## src/rtl/adcpp_pkg.sv

```systemverilog
package adcpp_pkg;
  // strobes from control to datapath
  typedef struct packed {
    logic capture;  // latch a new sample pair
    logic live;     // startup window passed; let samples through
  } ppStrobe_t;
endpackage

```

## src/rtl/adcpp_datapath.sv

```systemverilog
module adcpp_datapath
  import adcpp_pkg::*;
#(
  parameter int IN_W  = 24,
  parameter int OUT_W = 18
) (
  input  logic                    clk,
  input  logic                    rstN,
  input  ppStrobe_t               strobe,
  input  logic signed [IN_W-1:0]  inSample [2],
  output logic signed [OUT_W-1:0] outSample [2],
  output logic                    trip
);
  localparam longint HALF     = 64'sd1 <<< (OUT_W - 1);
  localparam longint POS_LIM  = HALF - 1;
  localparam longint NEG_LIM  = -HALF;
  localparam longint THRESH   = (HALF * 8888) / 10000;
  localparam logic signed [IN_W-1:0] POS_IN = IN_W'(POS_LIM);
  localparam logic signed [IN_W-1:0] NEG_IN = IN_W'(NEG_LIM);
  localparam logic [OUT_W:0]         THR_V  = (OUT_W+1)'(THRESH);

  logic [1:0] overCh;

  for (genvar ch = 0; ch < 2; ch++) begin : g_chan
    logic signed [OUT_W-1:0] clipVal;
    logic signed [OUT_W-1:0] sampleReg;
    logic signed [OUT_W:0]   extVal;
    logic [OUT_W:0]          magVal;

    always_comb begin
      if (inSample[ch] > POS_IN)      clipVal = POS_IN[OUT_W-1:0];
      else if (inSample[ch] < NEG_IN) clipVal = NEG_IN[OUT_W-1:0];
      else                            clipVal = inSample[ch][OUT_W-1:0];
      extVal = {clipVal[OUT_W-1], clipVal};
      magVal = extVal[OUT_W] ? $unsigned(-extVal) : $unsigned(extVal);
    end

    assign overCh[ch] = magVal > THR_V;

    always_ff @(posedge clk or negedge rstN) begin
      if (!rstN)               sampleReg <= '0;
      else if (strobe.capture) sampleReg <= clipVal;
    end

    assign outSample[ch] = strobe.live ? sampleReg : '0;

    // oversized positive input lands on the top code
    p_clip_pos_r1: assert property (@(posedge clk) disable iff (!rstN)
      strobe.capture && (inSample[ch] > POS_IN) |=> sampleReg == POS_IN[OUT_W-1:0]);
    // oversized negative input lands on the bottom code
    p_clip_neg_r2: assert property (@(posedge clk) disable iff (!rstN)
      strobe.capture && (inSample[ch] < NEG_IN) |=> sampleReg == NEG_IN[OUT_W-1:0]);
    // in-range input passes unchanged
    p_pass_r2: assert property (@(posedge clk) disable iff (!rstN)
      strobe.capture && (inSample[ch] <= POS_IN) && (inSample[ch] >= NEG_IN)
      |=> sampleReg == $past(inSample[ch][OUT_W-1:0]));
  end

  assign trip = |overCh;
endmodule

```

## src/rtl/adcpp_control.sv

```systemverilog
module adcpp_control
  import adcpp_pkg::*;
#(
  parameter int OVL_HOLD   = 512,
  parameter int MUTE_SHORT = 1024,
  parameter int MUTE_LONG  = 12288
) (
  input  logic      clk,
  input  logic      rstN,
  input  logic      standbyN,
  input  logic      hpEnable,
  input  logic      sampleValid,
  input  logic      trip,
  output ppStrobe_t strobe,
  output logic      overload
);
  localparam int MUTE_MAX = (MUTE_LONG > MUTE_SHORT) ? MUTE_LONG : MUTE_SHORT;
  localparam int MW = $clog2(MUTE_MAX + 1);
  localparam int HW = $clog2(OVL_HOLD + 1);
  localparam logic [MW-1:0] LEN_S = MW'(MUTE_SHORT);
  localparam logic [MW-1:0] LEN_L = MW'(MUTE_LONG);
  localparam logic [HW-1:0] HOLD_V = HW'(OVL_HOLD);

  logic [MW-1:0] muteCnt;
  logic [HW-1:0] holdCnt;
  logic          hpPrev;
  logic          liveReg;
  logic [MW-1:0] lenSel;
  logic          takeSample;

  assign lenSel     = hpEnable ? LEN_L : LEN_S;
  assign takeSample = sampleValid && standbyN;

  always_ff @(posedge clk or negedge rstN) begin
    if (!rstN) begin
      muteCnt <= LEN_S;
      holdCnt <= '0;
      hpPrev  <= 1'b0;
      liveReg <= 1'b0;
    end else if (!standbyN) begin
      muteCnt <= lenSel;
      holdCnt <= '0;
      hpPrev  <= hpEnable;
      liveReg <= 1'b0;
    end else begin
      hpPrev <= hpEnable;
      if ((hpEnable != hpPrev) && (muteCnt != '0)) muteCnt <= lenSel;
      else if (sampleValid && (muteCnt != '0))    muteCnt <= muteCnt - 1'b1;
      if (sampleValid) liveReg <= (muteCnt == '0);
      if (sampleValid && trip)                   holdCnt <= HOLD_V;
      else if (sampleValid && (holdCnt != '0))   holdCnt <= holdCnt - 1'b1;
    end
  end

  assign strobe.capture = takeSample;
  assign strobe.live    = liveReg;
  assign overload       = holdCnt != '0;

  // a loud sample raises the flag on the next cycle
  p_trip_sets_r3: assert property (@(posedge clk) disable iff (!rstN)
    takeSample && trip |=> overload);
  // the flag cannot drop without a valid sample
  p_hold_needs_sample_r4: assert property (@(posedge clk) disable iff (!rstN)
    overload && !sampleValid && standbyN |=> overload);
  // once live, data stays qualified while out of standby
  p_live_sticks_r5: assert property (@(posedge clk) disable iff (!rstN)
    liveReg && standbyN |=> liveReg);
  // standby clears flag and qualify
  p_standby_clear_r8: assert property (@(posedge clk) disable iff (!rstN)
    !standbyN |=> !overload && !liveReg);
  // a filter-setting change during the window keeps data muted
  p_reload_mute_r7: assert property (@(posedge clk) disable iff (!rstN)
    standbyN && !liveReg && (hpEnable != hpPrev) |=> !liveReg);
endmodule

```

## src/rtl/adc_clip_ovl_mute.sv

```systemverilog
module adc_clip_ovl_mute
  import adcpp_pkg::*;
#(
  parameter int IN_W       = 24,
  parameter int OUT_W      = 18,
  parameter int OVL_HOLD   = 512,
  parameter int MUTE_SHORT = 1024,
  parameter int MUTE_LONG  = 12288
) (
  input  logic                    clk,
  input  logic                    rstN,
  input  logic                    standbyN,
  input  logic                    hpEnable,
  input  logic                    sampleValid,
  input  logic signed [IN_W-1:0]  inLeft,
  input  logic signed [IN_W-1:0]  inRight,
  output logic signed [OUT_W-1:0] outLeft,
  output logic signed [OUT_W-1:0] outRight,
  output logic                    overload,
  output logic                    dataQualify,
  output logic                    outEnable
);
  ppStrobe_t               strobe;
  logic                    trip;
  logic signed [IN_W-1:0]  inPair  [2];
  logic signed [OUT_W-1:0] outPair [2];

  assign inPair[0] = inLeft;
  assign inPair[1] = inRight;

  adcpp_control #(
    .OVL_HOLD(OVL_HOLD), .MUTE_SHORT(MUTE_SHORT), .MUTE_LONG(MUTE_LONG)
  ) u_ctrl (
    .clk(clk), .rstN(rstN), .standbyN(standbyN), .hpEnable(hpEnable),
    .sampleValid(sampleValid), .trip(trip), .strobe(strobe), .overload(overload)
  );

  adcpp_datapath #(.IN_W(IN_W), .OUT_W(OUT_W)) u_dp (
    .clk(clk), .rstN(rstN), .strobe(strobe), .inSample(inPair),
    .outSample(outPair), .trip(trip)
  );

  assign outLeft     = outPair[0];
  assign outRight    = outPair[1];
  assign dataQualify = strobe.live;
  assign outEnable   = standbyN;
endmodule

```

## config.mk

```make
export PLATFORM = sky130hd
export DESIGN_NAME = adc_clip_ovl_mute
export DESIGN_NICKNAME = d
export VERILOG_FILES = /design/src/rtl/adcpp_pkg.sv /design/src/rtl/adcpp_datapath.sv /design/src/rtl/adcpp_control.sv /design/src/rtl/adc_clip_ovl_mute.sv
export SDC_FILE = /design/constraint.sdc
export NUM_CORES = 1
export LEC_CHECK = 0
export BUFFER_PORTS_ARGS = -buffer_cell sky130_fd_sc_hd__buf_2
export CAP_MARGIN = 10
export CORE_UTILIZATION = 36
export DETAILED_ROUTE_END_ITERATION = 16
export GPL_TIMING_DRIVEN = 0
export SYNTH_ARGS = -nofsm -noshare
export SYNTH_HDL_FRONTEND = slang
export SYNTH_SLANG_ARGS = --single-unit
```

## constraint.sdc

```tcl
create_clock -name clk -period 8.3 [get_ports clk]
set_input_delay 0.415 -clock clk [delete_from_list [all_inputs] [get_ports clk]]
set_output_delay 0.415 -clock clk [all_outputs]
set_load 0.01 [all_outputs]
```

==> qor.csv <==
metric;value;unit
setup TNS;0;ns
crit start category;primary input;
MaxCap Viol Count;0;
Worst VDD drop;0.08693;mV
Post-synth top flop;dfrtp_1;
PortBufs;84;
Wirelength per Cell;15.54;um
fin. max-slew vios;0;
synth-to-layout area growth;21.06;%
outcome;finished, final reports clean;
Worst path max stage delay;0.46;ns
Req. time, crit path;8.56;ns
global route overflow;0;
global-route wire length before repair;21420;um
vias in the first global route;4327;
Initial DRC Count;229;
Num CTS Buffers;9;
area of the core;12060;um^2
Setup crit end kind;register;
ys async rst share;100.0;%
Gate Count Post-Synth;571;
final setup vio count;0;
Max Fanout on Critical Path;10;
Sink Count;62;
Mapped Area;4456;um^2
Final Hold Fails;0;
Worst-Margin Slew;0.9379;ns
Setup Skew;0.002211;ns
die area;12830;um^2
worst slack at placement;3.840;ns
die width;113.3;um
RSZ-0062 raised after global routing;false;
clock buffer depth;2;
pin count of the biggest net entering global routing;42;
fraction of layout instances using a drive strength above 1;17.86;%
Post-CTS Setup Repair Bufs;0;
Netlist cell types;65;
PwrDens;180.4;nW/um^2
EDFF count, synth;0;
post-synth net total;628;
H-tree lvl count;3;
clock-pin transition on the worst setup and hold timing paths;0.05;ns
CTS Root Cell;clkbuf_16;
DR pass1 iterations;4;
insertion delay to the later sink of the worst-skew pair;0.33;ns
post-CTS sizing;0;
DPL Wire Length;9812;um
Fmax;0.2388;GHz
fin nets;724;
final wirelength;13050;um
Die Y;113.3;um
CP most frequent cell;clkbuf_1;
Leak;2.316;nW
residual DRC count;0;
most frequent cells in the layout;buf_2, o21ai_0, nand2_1;
mean post-synth cell area;7.803;um^2
TritonCTS clock tree;done;
HP Class;primary input to async pin;
vias per cell;5.569;
diode count;0;
YS warnings;0;
Worst Path Arrival;4.44;ns
critical path type;primary input to register;
gpl congestion;0.9029;
Tmin final;4.188;ns
CP Cell Sequence;clkbuf_1, clkbuf_1, buf_1, nor2_1, o21ai_0, ha_1, clkbuf_1, nand2_1, a311oi_1, o21ai_0, a211oi_1, o21ai_1, a22o_1, a21bo_1, buf_6, a21oi_2;
gr usage total;20.92;%
Synth Register Bits;62;
post-synthesis sequential area ratio;34.85;%
via count;4678;
Final WS setup;4.112;ns
hold_buf cts;0;
final period utilization;50.46;%
slowest CP cell;buf_1;
commonest non-fill, non-tap cell in the layout;buf_2;
max_slew headroom;36.90;%
initial antenna violation count;0;
I/O pin count;92;
row cnt;40;
DRT antenna net count;0;
Initial Utilization;36.94;%
final timing paths:
kind	startpoint	end	slack, ns	cells after the start
max	inRight[23]	u_ctrl.holdCnt[3]$_DFFE_PN0P_	4.11	16
max reg2reg	u_ctrl.muteCnt[0]$_DFFE_PN0P_	u_ctrl.muteCnt[13]$_DFFE_PN0P_	5.34	10
max in group asynchronous	rstN	u_ctrl.muteCnt[10]$_DFFE_PN1P_	7.60	2
min	rstN	u_ctrl.holdCnt[4]$_DFFE_PN0P_	0.06	1
min in group clk	hpEnable	u_ctrl.hpPrev$_DFF_PN0_	0.27	1
min reg2reg	u_dp.g_chan[1].sampleReg[1]$_DFFE_PN0P_	u_dp.g_chan[1].sampleReg[1]$_DFFE_PN0P_	0.47	2
per-layer routing:
layer	vias to the layer above	global-route usage, %	wire (um)
li1	2298	-	-
met2	142	32.68	5890
met4	0	6.667	201
met3	17	3.642	715
met1	2221	29.35	6245
met5	-	0	0
kinds of logic after synthesis:
logic type               count (synthesis)  synth area share, %
adder cells (fa/ha/maj)                  4                1.123
multiplexers                             2               0.4774
AND/OR/NAND/NOR                        255                29.96
XOR/XNOR                                18                3.538
buffers and inverters                   47                4.409
flip-flops                              62                34.85
AO/OA/AOI/OAI                          183                25.64
state kept, by name, summed over array words and instances, names as in the netlist:
| signal | count |
|---|---|
| u_ctrl.holdCnt | 10 |
| u_ctrl.hpPrev | 1 |
| u_ctrl.liveReg | 1 |
| u_ctrl.muteCnt | 14 |
| u_dp.g_chan.sampleReg | 36 |
critical path, delay by kind of cell:
kind                       cells  cell delay (ns)
AOI/OAI and AO/OA              8             1.78
buffers and inverters          5             1.62
and+or+nand+nor                2             0.36
adders and majority gates      1             0.26
layout make-up:
cell class | instances | area, um^2
plain buffers | 33 | 143.9
clock buffers | 13 | 270.3
clock inverters | 3 | 17.52
fillers | 1239 | 6668
inverters | 14 | 52.55
multi-input cells | 462 | 2706
flip-flops and latches | 62 | 1553
well taps | 168 | 210.2
repair buffers | 85 | 440.4
stage by stage:
stage | total power [mW] | hold slack (ns) | instance area, um^2 | utilization [%] | std cells
global route | 1.035 | 0.09033 | 5394 | 44.72 | 840
detailed placement | 0.6232 | 0.4232 | 5106 | 42.33 | 824
CTS | 0.9836 | 0.06679 | 5394 | 44.72 | 840
finish | 0.9731 | 0.06018 | 5394 | 44.72 | 840
floorplan | 0.5412 | 0.1194 | 4456 | - | 571
global placement | 0.6143 | 0.4564 | 5086 | 42.17 | 823
Yosys cell counts, drive strengths merged, types with 11 or more instances:
master / number / area share [%]
xnor2: 12 / 2.4
nand3: 12 / 1.3
dfrtp: 61 / 34
nor3: 18 / 2.0
nor4: 13 / 1.8
or3: 13 / 1.8
a21oi: 39 / 4.5
inv: 14 / 1.2
nor2: 47 / 4.4
clkbuf: 28 / 2.4
o31ai: 11 / 1.9
and2: 37 / 5.2
nand2: 66 / 5.6
or4: 15 / 2.7
o21ai: 71 / 8.0
power breakdown:
group	internal [mW]	leakage [nW]	switching, mW
Sequential	0.345	0.788	0.0282
Combinational	0.0970	1.39	0.149
Clock	0.225	0.142	0.128
Total	0.667	2.32	0.306
No activity file was read; power rests on OpenSTA's default activity.
